--- src/rtl/synth_ld_pkg.sv ---
package synth_ld_pkg;

    // Default geometry of the programming word
    localparam int CHAIN_LEN   = 32;
    localparam int REF_WIDTH   = 14;
    localparam int SWAL_WIDTH  = 7;
    localparam int MAIN_WIDTH  = 10;
    localparam int REF_FLOOR   = 3;
    localparam int MAIN_FLOOR  = 16;

    // Position of the routing flag; the fields sit just above it
    localparam int FLAG_POS    = 0;

    // Highest field bit used, plus one
    function automatic int field_span(input int ref_w, input int swal_w, input int main_w);
        int r_top;
        int an_top;
        r_top  = FLAG_POS + 1 + ref_w;
        an_top = FLAG_POS + 1 + swal_w + main_w;
        return (r_top > an_top) ? r_top : an_top;
    endfunction

endpackage

--- src/rtl/sync_bank.sv ---
module sync_bank #(
    parameter int WIDTH  = 3,
    parameter int STAGES = 2
) (
    input  logic             clk,
    input  logic             rst_n,
    input  logic [WIDTH-1:0] async_in,
    output logic [WIDTH-1:0] sync_out
);

    typedef struct packed {
        logic [STAGES-1:0][WIDTH-1:0] pipe;
    } sync_state_t;

    sync_state_t st_d, st_q;

    always_comb begin
        st_d = st_q;
        st_d.pipe[0] = async_in;
        for (int i = 1; i < STAGES; i++) begin
            st_d.pipe[i] = st_q.pipe[i-1];
        end
    end

    always_ff @(posedge clk or negedge rst_n) begin
        if (!rst_n) begin
            st_q <= '0;
        end else begin
            st_q <= st_d;
        end
    end

    assign sync_out = st_q.pipe[STAGES-1];

endmodule

--- src/rtl/shift_chain.sv ---
module shift_chain #(
    parameter int LEN   = 32,
    parameter int OUT_W = 18
) (
    input  logic             clk,
    input  logic             rst_n,
    input  logic             sclk_s,
    input  logic             din_s,
    output logic [OUT_W-1:0] low_bits,
    output logic             tail_bit
);

    typedef struct packed {
        logic [LEN-1:0] chain;
        logic           sclk_prev;
    } chain_state_t;

    chain_state_t st_d, st_q;
    logic         step;

    // Rising edge of the synchronized shift clock
    assign step = sclk_s & ~st_q.sclk_prev;

    always_comb begin
        st_d = st_q;
        st_d.sclk_prev = sclk_s;
        if (step) begin
            st_d.chain = {st_q.chain[LEN-2:0], din_s};
        end
    end

    always_ff @(posedge clk or negedge rst_n) begin
        if (!rst_n) begin
            st_q <= '0;
        end else begin
            st_q <= st_d;
        end
    end

    assign low_bits = st_q.chain[OUT_W-1:0];
    assign tail_bit = st_q.chain[LEN-1];

    // a detected edge moves every stage up by one and takes the new bit
    p_shift_r1: assert property (@(posedge clk) disable iff (!rst_n)
        step |=> (st_q.chain[0] == $past(din_s)) &&
                 (st_q.chain[LEN-1:1] == $past(st_q.chain[LEN-2:0])));

    // with no edge the chain keeps its contents
    p_idle_r1: assert property (@(posedge clk) disable iff (!rst_n)
        !step |=> $stable(st_q.chain));

endmodule

--- src/rtl/div_latches.sv ---
module div_latches #(
    parameter int IN_W       = 18,
    parameter int REF_W      = 14,
    parameter int SWAL_W     = 7,
    parameter int MAIN_W     = 10,
    parameter int REF_MIN    = 3,
    parameter int MAIN_MIN   = 16
) (
    input  logic              clk,
    input  logic              rst_n,
    input  logic              load_s,
    input  logic [IN_W-1:0]   word,
    output logic [REF_W-1:0]  ref_val,
    output logic [SWAL_W-1:0] swal_val,
    output logic [MAIN_W-1:0] main_val
);
    import synth_ld_pkg::*;

    localparam int REF_LSB  = FLAG_POS + 1;
    localparam int SWAL_LSB = FLAG_POS + 1;
    localparam int MAIN_LSB = SWAL_LSB + SWAL_W;
    localparam logic [REF_W-1:0]  REF_LO  = REF_W'(REF_MIN);
    localparam logic [MAIN_W-1:0] MAIN_LO = MAIN_W'(MAIN_MIN);

    typedef struct packed {
        logic [REF_W-1:0]  ref_v;
        logic [SWAL_W-1:0] swal_v;
        logic [MAIN_W-1:0] main_v;
    } latch_state_t;

    latch_state_t      st_d, st_q;
    logic              route_ref;
    logic [REF_W-1:0]  ref_field;
    logic [MAIN_W-1:0] main_field;

    assign route_ref  = word[FLAG_POS];
    assign ref_field  = word[REF_LSB +: REF_W];
    assign main_field = word[MAIN_LSB +: MAIN_W];

    always_comb begin
        st_d = st_q;
        if (load_s) begin
            st_d.swal_v = word[SWAL_LSB +: SWAL_W];
            st_d.main_v = (main_field < MAIN_LO) ? MAIN_LO : main_field;
            if (route_ref) begin
                st_d.ref_v = (ref_field < REF_LO) ? REF_LO : ref_field;
            end
        end
    end

    always_ff @(posedge clk or negedge rst_n) begin
        if (!rst_n) begin
            st_q.ref_v  <= REF_LO;
            st_q.swal_v <= '0;
            st_q.main_v <= MAIN_LO;
        end else begin
            st_q <= st_d;
        end
    end

    assign ref_val  = st_q.ref_v;
    assign swal_val = st_q.swal_v;
    assign main_val = st_q.main_v;

    // nothing moves while the enable is low
    p_hold_r5: assert property (@(posedge clk) disable iff (!rst_n)
        !load_s |=> $stable(st_q));

    // a cleared routing flag protects the reference value
    p_gate_r4: assert property (@(posedge clk) disable iff (!rst_n)
        (load_s && !route_ref) |=> $stable(st_q.ref_v));

    // the swallow count follows its field during a load
    p_swal_r3: assert property (@(posedge clk) disable iff (!rst_n)
        load_s |=> st_q.swal_v == $past(word[SWAL_LSB +: SWAL_W]));

    // the reference value never drops below its floor
    p_floor_r7: assert property (@(posedge clk) disable iff (!rst_n)
        st_q.ref_v >= REF_LO);

    // the main count never drops below its floor
    p_floor_r8: assert property (@(posedge clk) disable iff (!rst_n)
        st_q.main_v >= MAIN_LO);

endmodule

--- src/rtl/synth_serial_loader.sv ---
module synth_serial_loader #(
    parameter int CHAIN_W   = synth_ld_pkg::CHAIN_LEN,
    parameter int REF_W     = synth_ld_pkg::REF_WIDTH,
    parameter int SWAL_W    = synth_ld_pkg::SWAL_WIDTH,
    parameter int MAIN_W    = synth_ld_pkg::MAIN_WIDTH,
    parameter int REF_MIN   = synth_ld_pkg::REF_FLOOR,
    parameter int MAIN_MIN  = synth_ld_pkg::MAIN_FLOOR,
    parameter int SYNC_LVLS = 2
) (
    input  logic              clk,
    input  logic              rst_n,
    input  logic              ser_clk,
    input  logic              ser_data,
    input  logic              load_en,
    output logic              ser_out,
    output logic [REF_W-1:0]  ref_div,
    output logic [SWAL_W-1:0] a_cnt,
    output logic [MAIN_W-1:0] n_cnt
);
    import synth_ld_pkg::*;

    localparam int FIELD_W = field_span(REF_W, SWAL_W, MAIN_W);

    logic [2:0]         raw_in;
    logic [2:0]         synced;
    logic [FIELD_W-1:0] field_bits;

    assign raw_in = {load_en, ser_data, ser_clk};

    sync_bank #(
        .WIDTH  (3),
        .STAGES (SYNC_LVLS)
    ) u_sync (
        .clk      (clk),
        .rst_n    (rst_n),
        .async_in (raw_in),
        .sync_out (synced)
    );

    shift_chain #(
        .LEN   (CHAIN_W),
        .OUT_W (FIELD_W)
    ) u_chain (
        .clk      (clk),
        .rst_n    (rst_n),
        .sclk_s   (synced[0]),
        .din_s    (synced[1]),
        .low_bits (field_bits),
        .tail_bit (ser_out)
    );

    div_latches #(
        .IN_W     (FIELD_W),
        .REF_W    (REF_W),
        .SWAL_W   (SWAL_W),
        .MAIN_W   (MAIN_W),
        .REF_MIN  (REF_MIN),
        .MAIN_MIN (MAIN_MIN)
    ) u_latch (
        .clk      (clk),
        .rst_n    (rst_n),
        .load_s   (synced[2]),
        .word     (field_bits),
        .ref_val  (ref_div),
        .swal_val (a_cnt),
        .main_val (n_cnt)
    );

endmodule

--- config.mk ---
export PLATFORM = sky130hd
export DESIGN_NAME = synth_serial_loader
export DESIGN_NICKNAME = d
export VERILOG_FILES = /design/src/rtl/synth_ld_pkg.sv /design/src/rtl/sync_bank.sv /design/src/rtl/shift_chain.sv /design/src/rtl/div_latches.sv /design/src/rtl/synth_serial_loader.sv
export SDC_FILE = /design/constraint.sdc
export NUM_CORES = 1
export LEC_CHECK = 0
export BUFFER_PORTS_ARGS = -buffer_cell sky130_fd_sc_hd__buf_2
export CORE_MARGIN = 2
export CORE_UTILIZATION = 45
export DETAILED_ROUTE_END_ITERATION = 6
export PLACE_DENSITY = 0.66
export SLEW_MARGIN = 15
export SYNTH_ARGS = -nofsm -noshare
export SYNTH_HDL_FRONTEND = slang
export SYNTH_SLANG_ARGS = --single-unit
--- constraint.sdc ---
create_clock -name clk -period 1.9 [get_ports clk]
set_input_delay 0.19 -clock clk [delete_from_list [all_inputs] [get_ports clk]]
set_output_delay 0.19 -clock clk [all_outputs]
set_load 0.005 [all_outputs]
# --- Yosys cells after proc, flatten, opt, wreduce, memory -nomap -nowiden ---
# Cells that the tools add are included.
op_classes:
  n_lt_le_gt_ge: 2
  muxes: 2
  bitwise: 2
  n_reduce_logical: 1
op_table:
  columns: ["operator", "n"]
  rows:
  - ["$lt 14x2->1 const B", 1]
  - ["$mux 14", 1]
  - ["$lt 10x5->1 const B", 1]
  - ["$mux 10", 1]
  - ["$reduce_and 2->1", 1]
  - ["$and 1x1->1", 1]
  - ["$not 1->1", 1]
totals:
  register_bits: 70
  input_bits: 5
  output_inout_bits: 32

# --- Logic depth before layout (Yosys ltp) ---
# Gate-level depths: netlist of the first run.
logic_depth:
  depth_word: 2
  ltp_mapped: 5
  depth_no_buf: 3

# --- Modules after synthesis ---
# A second synthesis of the first run with hierarchy kept.
unflattened:
  hier_cells: 180
  area_unflattened_um2: 2917.8
by_module_without_submodules:
  columns: ["mod", "n_inst", "cells_per_inst", "area_each_um2"]
  rows:
  - ["shift_chain", 1, 88, 1519.0]
  - ["div_latches", 1, 86, 1248.7]
  - ["sync_bank", 1, 6, 150.1]

# --- Worst setup path before layout of the first run ---
# OpenSTA, ideal clock, no wires.
synth_path:
  path_type: "reg-to-reg"
  from: "register u_sync.st_q, in the netlist u_sync.sync_out[2]"
  to: "register u_latch.st_q, in the netlist u_latch.ref_val[10]"
  arrival_ns: 1.188
  path_slack_ns: 0.587
  path_stages_with_launch: 5
  n_path_buf: 2
  cell_sequence: "dfrtp_1 > buf_2 > nand2_1 > buf_2 > mux2_2"
synth_via:
  elab_chain_cells: 1
synth_rtl:
  columns: ["element", "line", "source"]
  rows:
  - ["start, declared", "sync_bank.sv:15", "sync_state_t st_d, st_q;"]
  - ["start signal, assigned", "sync_bank.sv:29", "st_q <= st_d;"]
  - ["$reduce_and 2->1 (no source line)", null, null]
  - ["end signal, assigned", "div_latches.sv:57", "st_q <= st_d;"]
  - ["end, declared", "div_latches.sv:31", "latch_state_t st_d, st_q;"]
# Every way passes these cells.
# A chain may end at the register's enable or synchronous reset.

# --- Worst setup path in the final report of the first run ---
layout_path:
  from: "register u_chain.st_q, in the netlist u_chain.low_bits[14]"
  to: "register u_latch.st_q, in the netlist u_latch.main_val[0]"
layout_via:
  elab_chain_cells: 2
layout_rtl:
  columns: ["element", "line", "source"]
  rows:
  - ["start, declared", "shift_chain.sv:18", "chain_state_t st_d, st_q;"]
  - ["start signal, assigned", "shift_chain.sv:36", "st_q <= st_d;"]
  - ["$lt 10x5->1", "div_latches.sv:44", "st_d.main_v = (main_field < MAIN_LO) ? MAIN_LO : main_field;"]
  - ["$mux 10", "div_latches.sv:44", null]
# Every way passes these cells.

==> results of run 1 <==
[layer usage]
metal	wire (um)	vias up	track usage
li1	-	670	-
met1	1970	720	0.200
met2	2040	28	0.229
met3	149	7	0.0441
met4	88	0	0.0915
met5	0	-	0
[power breakdown]
group          internal (uW)  leakage (uW)  total [uW]  switching, uW
combinational            603      0.000546         991            388
sequential              1950      0.000894        2270            323
clock                    546     0.0000877        1040            492
total                   3100       0.00153        4300           1200
[worst min-delay path by stage]
stage | start | end
global placement | rst_n | u_latch.ref_val[11]$_DFFE_PN0P_
floorplan | rst_n | u_chain.low_bits[0]$_DFFE_PN0P_
detailed placement | rst_n | u_latch.ref_val[10]$_DFFE_PN0P_
CTS | rst_n | u_latch.ref_val[10]$_DFFE_PN0P_
global route | rst_n | u_latch.ref_val[11]$_DFFE_PN0P_
finish | rst_n | u_latch.ref_val[10]$_DFFE_PN0P_
[flip-flops by register name, summed over array words and instances, names as in the netlist]
| signal | flops |
|---|---|
| u_sync.sync_out | 3 |
| u_latch.ref_val | 14 |
| u_latch.swal_val | 7 |
| u_chain.st_q | 14 |
| u_chain.low_bits | 18 |
| u_latch.main_val | 10 |
| u_chain.tail_bit | 1 |
| u_sync.st_d | 3 |
[final cells by class]
cell class | count | area (um2)
tap | 72 | 90.1
timing repair buffer | 46 | 278
sequential | 70 | 1760
clock inverter | 1 | 5.00
clock buffer | 15 | 166
inverter | 4 | 15.0
fill | 467 | 2440
multi-input combinational | 80 | 788
[layout by cell type, fill, tap and decap left out]
cell type,Yosys,layout
buf_12,0,1
buf_2,3,36
buf_4,3,5
clkbuf_1,2,4
clkbuf_8,0,11
clkinv_2,0,1
dfrtp_1,67,67
dfstp_2,3,3
dlygate4sd3_1,0,4
inv_1,4,4
mux2_1,5,5
mux2_2,51,51
nand2_1,7,7
nand2b_1,1,1
nand3_1,4,4
nand4b_1,1,1
nor2b_2,0,1
nor3_1,1,1
nor4_1,1,1
nor4_4,1,1
nor4bb_1,1,1
o22a_1,1,1
o22ai_1,4,4
or3_4,1,1
[worst max-delay path, stage by stage, from the launching register on]
cell and delay [ps]:
dfrtp_1 420, or3_4 420, nor4_4 280, o22ai_1 150
[through the flow]
stage	instances	power, uW	hold slack [ps]	setup WS, ps
final	288	4300	259	489
after global routing	288	4600	268	412
after CTS	288	4370	251	481
after detailed placement	268	3310	75.3	489
after global placement	268	3250	70.9	535
after floorplan	162	2820	-106	587
[logic make-up after synthesis]
group | synth area share
AO/OA/AOI/OAI | 0.0130
buffers and inverters | 0.0231
flip-flops | 0.675
multiplexers | 0.242
AND/OR/NAND/NOR | 0.0467
==> impl_metrics.ini, run 1 <==
[run_status]
status = completed

[global_route]
grt_pass1_vias = 1502
grt_pass1_wl_um = 7270
overflow = 0
grt_max_degree = 40
gr-usage-all-layers = 0.154
antenna_found_initial = 0

[critical_path]
worstSetupStartpointType = register
crit_path_end_kind = register
criticalPathCategory = reg -> reg
crit_start = u_chain.low_bits[14]$_DFFE_PN0P_
worst-endpoint-arrival_ps = 1600
rrSetupSlack_ps = 490
worst-path-max-fanout = 5
reg2reg_to = u_latch.main_val[0]$_DFFE_PN0P_
worstRegToRegCells = 3
endpoint = u_latch.main_val[0]$_DFFE_PN0P_
cp.required_ps = 2090
r2r-start = u_chain.low_bits[14]$_DFFE_PN0P_

[drt]
drt_wl_total_um = 4240
drcViolationCount = 0
dr.pass1.iters = 4
routedWlPerCell_um = 14.7
drt_iter0_drc = 93
ant_nets = 0
vias = 1425
vias_per_cell = 4.95

[placement]
place.gp.congestion = 0.723
hpwlAfterDp_um = 2850
port_buffers = 36
placed_area_mm2 = 0.00289

[die]
pin_count = 37
die-area_mm2 = 0.00640
die_w_um = 80.0
die_h_um = 80.0
start_util = 0.470
rows = 27
core_mm2 = 0.00554

[pwr]
ir_worst_vdd_v = 0.000583
p_leak_uw = 0.00153
power_density_mw_per_mm2 = 1390

[clock_tree]
cts_root_buf = clkbuf_8
cts_tree = done
htree_levels = 3
cts_made_buffers = 9
path_clk_slew_ps = 70
post_cts_buffers = 0
clk_latency_ps = 330
cts_resized = 0
clock_sinks = 70
postCtsHoldBufs = 4
clk_path_buf_depth = 2

[timing]
clock_skew_ps = 8.97
clock.fmax_ghz = 0.709
hold_viol_final = 0
post-route-min-period_ps = 1410
worst_pin_slew_ps = 406
setup_tns_ps = 0
period_share = 0.742
rsz0062_at_grt = false
slew_viol_final = 0
maxSlewHeadroom = 0.729
setup_viol = 0

[cells_and_area]
fin_area_mm2 = 0.00310
postLayoutCoreUtil = 0.559
syn_to_final_growth_pct = 19.1
antenna_cells = 0
fin_nets = 216
drive_gt1_frac = 0.514

[synth]
synth_edf_count = 0
synth.largest_area_cell = dfrtp_1
synth_cell_types = 20
syn_inst = 162
synth_ff_type = dfrtp_1
synthTopCellsByCount = dfrtp_1, mux2_2, nand2_1
synthesis.nets = 167
async_flop_share = 1.00
synthesis.area_mm2 = 0.00260
ys_seq_area_frac = 0.675
yosysMostFrequentCell = dfrtp_1
ys_ff_latch = 70
yosysWarnings = 0
synth.area.top_cells = dfrtp_1, mux2_2, dfstp_2, mux2_1, nand2_1
synth_top_area_share = 0.645
avgSynthCellArea_um2 = 16.1

[job]
cap_violations = 0

[min_path]
hold_path_class = in -> async
(Power assumes the default switching activity.)
==> run 2: changes to the inputs <==
--- a/config.mk
+++ b/config.mk
@@ -9,7 +9,7 @@
 export CORE_MARGIN = 2
 export CORE_UTILIZATION = 45
 export DETAILED_ROUTE_END_ITERATION = 6
-export PLACE_DENSITY = 0.66
+export PLACE_DENSITY = 0.69
 export SLEW_MARGIN = 15
 export SYNTH_ARGS = -nofsm -noshare
 export SYNTH_HDL_FRONTEND = slang
==> constraint.sdc (replaced) <==
create_clock -name clk -period 1.2 [get_ports clk]
set_input_delay 0.12 -clock clk [delete_from_list [all_inputs] [get_ports clk]]
set_output_delay 0.12 -clock clk [all_outputs]
set_load 0.005 [all_outputs]
==> run 2 against run 1 <==
The run now ends with setup timing left. Die area stayed put. Register-to-register slack got worse by 610 ps. Highest routed layer unchanged. Clock skew shrank 0.87 ps.
==> impl_metrics.ini, run 2 (synthesized netlist as in run 1, its figures left out) <==
[die]
die_w_um = 80.0
pin_count = 37
start_util = 0.470
die_h_um = 80.0
core_mm2 = 0.00554
die-area_mm2 = 0.00640
rows = 27

[pwr]
switching_power_uw = 2030
power_density_mw_per_mm2 = 2150
ir_worst_vdd_v = 0.00101
clkPwrFrac = 0.234
power_frac_seq = 0.487
p_leak_uw = 0.00171
internal_power_uw = 5290
pwr-share-comb = 0.279
swShare = 0.278
power_uw = 7320

[timing]
worst_pin_slew_ps = 364
period_share = 1.10
clock_skew_ps = 8.10
clock.fmax_ghz = 0.758
setup_tns_ps = -2880
hold_viol_final = 0
setup_viol = 39
rsz0062_at_grt = true
post-route-min-period_ps = 1320
maxSlewHeadroom = 0.754
fin_ws_ps = -119
slew_viol_final = 0

[cells_and_area]
layout_commonest_cell = dfrtp_1
syn_to_final_growth_pct = 31.2
antenna_cells = 0
fin_nets = 232
fillerInstances = 422
mostFrequentLayoutCells = dfrtp_1, buf_2, mux2_4
largest_reg_flops = 18
drive_gt1_frac = 0.578

[drt]
drt_iter0_drc = 82
drcViolationCount = 0
drt_wl_total_um = 4860
ant_nets = 0
dr.pass1.iters = 4
vias = 1547
routedWlPerCell_um = 16.0
vias_per_cell = 5.09

[min_path]
hold_path_class = in -> async

[placement]
hpwlAfterDp_um = 2780
dpl_worst_slack_ps = -89.3
place.gp.congestion = 0.750
port_buffers = 36

[critical_path]
criticalPathCategory = reg -> reg
worstSetupStartpointType = register
cp.required_ps = 1430
worst-endpoint-arrival_ps = 1550
worst-path-max-fanout = 8
crit_path_end_kind = register

[global_route]
gr-usage-all-layers = 0.150
grt_pass1_wl_um = 7110
grt_max_degree = 71
antenna_found_initial = 0
overflow = 0
grt_pass1_vias = 1568

[clock_tree]
clock_sinks = 70
htree_levels = 3
cts_made_buffers = 9
cts_root_buf = clkbuf_8
path_clk_slew_ps = 70
clk_path_buf_depth = 2
clk_latency_ps = 340
cts_tree = done

[job]
cap_violations = 0

[run_status]
violations = setup timing
status = complete, but fails checks
-- run 2: worst paths after layout --
path / from / end / slack (ps) / cells after the start
worst max-delay path: u_chain.st_q[0]$_DFF_PN0_ / u_chain.low_bits[16]$_DFFE_PN0P_ / -120 / 3
worst min-delay path: rst_n / u_latch.ref_val[11]$_DFFE_PN0P_ / 310 / 3
worst max register to register: u_chain.st_q[0]$_DFF_PN0_ / u_chain.low_bits[16]$_DFFE_PN0P_ / -120 / 3
worst min register to register: u_sync.st_d[4]$_DFF_PN0_ / u_sync.sync_out[1]$_DFF_PN0_ / 360 / 0
max in group asynchronous: rst_n / u_latch.ref_val[0]$_DFFE_PN1P_ / 560 / 3
min in group clk: u_sync.st_d[4]$_DFF_PN0_ / u_sync.sync_out[1]$_DFF_PN0_ / 360 / 0
-- run 2: area by class of cell --
| type | instances | area, um2 | share of cell area |
|---|---|---|---|
| flip-flops and latches | 70 | 1760 | 0.514 |
| multi-input cells | 80 | 913 | 0.268 |
| repair buffers | 62 | 457 | 0.134 |
| clock buffers | 15 | 176 | 0.0517 |
| well taps | 72 | 90.1 | 0.0264 |
| inverters | 4 | 15.0 | 0.00440 |
| clock inverters | 1 | 5.00 | 0.00147 |
-- run 2: what timing repair did --
item,CTS,global route
buffers inserted,6,1
endpoints found under the setup margin,49,39
hold buffers,4,0
endpoints found under the hold margin,70,0
gates cloned,0,3
gates resized for setup,3,31
pin swaps,1,3
-- run 2: power by group through the flow --
stage                     Clock (uW)  Sequential [uW]  Combinational [uW]
after floorplan                    0             3570                 899
after global placement             0             3540                1730
after global routing            1860             3670                2240
after detailed placement           0             3580                1790
after CTS                       1760             3540                1840
final                           1710             3560                2040
-- run 2: per-layer routing --
layer	track usage	vias up	routed length, um
li1	-	699	-
met1	0.181	803	2170
met2	0.233	34	2360
met3	0.0600	11	218
met4	0.0746	0	104
met5	0	-	0
-- run 2: metrics by stage --
stage | area (um2) | utilization | cells | hold WS [ps]
after floorplan | 2610 | - | 162 | -176
after global placement | 2950 | 0.532 | 274 | 162
after detailed placement | 2950 | 0.532 | 274 | 168
after CTS | 3230 | 0.582 | 300 | 343
after global routing | 3410 | 0.616 | 304 | 372
final | 3410 | 0.616 | 304 | 311
-- run 2: critical path, stage by stage (launching register included) --
cell and delay [ps]:
dfrtp_1 390, nor2b_4 260, clkbuf_16 230, mux2_2 330
==> run 3: changes to the inputs <==
--- a/config.mk
+++ b/config.mk
@@ -7,9 +7,9 @@
 export LEC_CHECK = 0
 export BUFFER_PORTS_ARGS = -buffer_cell sky130_fd_sc_hd__buf_2
 export CORE_MARGIN = 2
-export CORE_UTILIZATION = 45
+export CORE_UTILIZATION = 50
 export DETAILED_ROUTE_END_ITERATION = 6
-export PLACE_DENSITY = 0.69
+export PLACE_DENSITY = 0.75
 export SLEW_MARGIN = 15
 export SYNTH_ARGS = -nofsm -noshare
 export SYNTH_HDL_FRONTEND = slang
==> run 3 against run 2 <==
The run still ends with setup timing left. Largest cell class unchanged. Worst setup slack worse by 34 ps. Sequential share of layout area is 0.55 points higher. Critical path depth stayed put. Register-to-register slack worse by 30 ps. Cell area is 0.99% lower. Clock power is 17% higher. First-iteration DRC count is 40% lower. Routed wire length is 6.6% higher.
==> impl_metrics.ini, run 3 (synthesized netlist as in run 1, its figures left out) <==
[cells_and_area]
syn_to_final_growth_pct = 29.9
layout_commonest_cell = dfrtp_1
antenna_cells = 0
largest_reg_flops = 18
postLayoutCoreUtil = 0.666
fin_nets = 226
mostFrequentLayoutCells = dfrtp_1, buf_2, mux2_2
fillerInstances = 381
drive_gt1_frac = 0.588

[timing]
setup_tns_ps = -3690
hold_viol_final = 0
clock.fmax_ghz = 0.739
post-route-min-period_ps = 1350
maxSlewHeadroom = 0.736
period_share = 1.13
worst_pin_slew_ps = 396
setup_viol = 39
rsz0062_at_grt = true
clock_skew_ps = 7.44
fin_ws_ps = -153
slew_viol_final = 0

[pwr]
ir_worst_vdd_v = 0.00108
power_uw = 7610
p_leak_uw = 0.00168
power_density_mw_per_mm2 = 2250

[critical_path]
criticalPathCategory = reg -> reg
worstRegToRegCells = 3
r2r-start = u_chain.st_q[0]$_DFF_PN0_
worst-endpoint-arrival_ps = 1580
worstSetupStartpointType = register
worst-path-max-fanout = 16
cp.required_ps = 1430
crit_path_end_kind = register
crit_start = u_chain.st_q[0]$_DFF_PN0_

[drt]
drt_wl_total_um = 5180
drt_iter0_drc = 49
ant_nets = 0
vias_per_cell = 5.18
drcViolationCount = 0
routedWlPerCell_um = 17.5
vias = 1533
dr.pass1.iters = 4

[clock_tree]
clk_latency_ps = 340
cts_made_buffers = 9
clk_path_buf_depth = 2
path_clk_slew_ps = 70
htree_levels = 3
cts_tree = done
clock_sinks = 70
cts_root_buf = clkbuf_8

[die]
start_util = 0.513
die_w_um = 76.1
pin_count = 37
rows = 26
die_h_um = 76.1
die-area_mm2 = 0.00580
core_mm2 = 0.00507

[placement]
hpwlAfterDp_um = 3120
port_buffers = 36
place.gp.congestion = 0.740

[run_status]
violations = setup timing
status = complete, but fails checks

[global_route]
gr-usage-all-layers = 0.179
grt_pass1_wl_um = 7920
overflow = 0
grt_pass1_vias = 1626
grt_max_degree = 34
antenna_found_initial = 0

[min_path]
hold_path_class = in -> async

[job]
cap_violations = 0
## run 3: final cells by class
class	count	area [um2]	share of cell area
multi-input combinational	80	896	0.265
timing repair buffer	56	404	0.120
inverter	4	15.0	0.00444
clock buffer	13	179	0.0530
clock inverter	3	40.0	0.0119
tap	70	87.6	0.0259
sequential	70	1760	0.520
## run 3: path summary, 6_finish.rpt
kind	end	slack, ps
worst max-delay path	u_chain.low_bits[3]$_DFFE_PN0P_	-150
worst min-delay path	u_latch.main_val[5]$_DFFE_PN0P_	230
max in group asynchronous	u_latch.swal_val[1]$_DFFE_PN0P_	370
worst min register to register	u_sync.sync_out[0]$_DFF_PN0_	350
worst max register to register	u_chain.low_bits[3]$_DFFE_PN0P_	-150
min in group clk	u_sync.sync_out[0]$_DFF_PN0_	350
## run 3: critical path, stage by stage (launching register included)
cell and delay [ps]:
dfrtp_1 400, nor2b_4 240, clkbuf_16 250, mux2_2 350
## run 3: metal layers
layer	track usage	up-vias	wire length [um]
li1	-	688	-
met3	0.0723	8	235
met2	0.288	37	2550
met4	0.0782	0	72
met1	0.214	800	2320
met5	0	-	0
## run 3: per-stage QoR
| stage | instance area [um2] | worst slack, ps | cells | hold WS (ps) |
|---|---|---|---|---|
| floorplan | 2610 | -46.7 | 162 | -176 |
| global placement | 2950 | -45.2 | 273 | 51.3 |
| detailed placement | 2950 | -104 | 273 | 58.5 |
| CTS | 3240 | -109 | 293 | 224 |
| global route | 3380 | -188 | 296 | 251 |
| finish | 3380 | -153 | 296 | 233 |
## run 3: repair_timing
item                                   in CTS  in global routing
hold buffers                                4                  0
gates resized for setup                     5                 23
setup endpoints to repair                  40                 39
pin swaps                                   3                  2
buffers inserted                            0                  1
endpoints found under the hold margin      21                  0
cloned                                      0                  2
## run 3: where the power goes
group | total (uW) | internal, uW | switching (uW) | leakage, uW
combinational | 2030 | 1230 | 800 | 0.000675
sequential | 3590 | 3080 | 505 | 0.000893
clock | 2000 | 1180 | 820 | 0.000115
total | 7610 | 5490 | 2130 | 0.00168
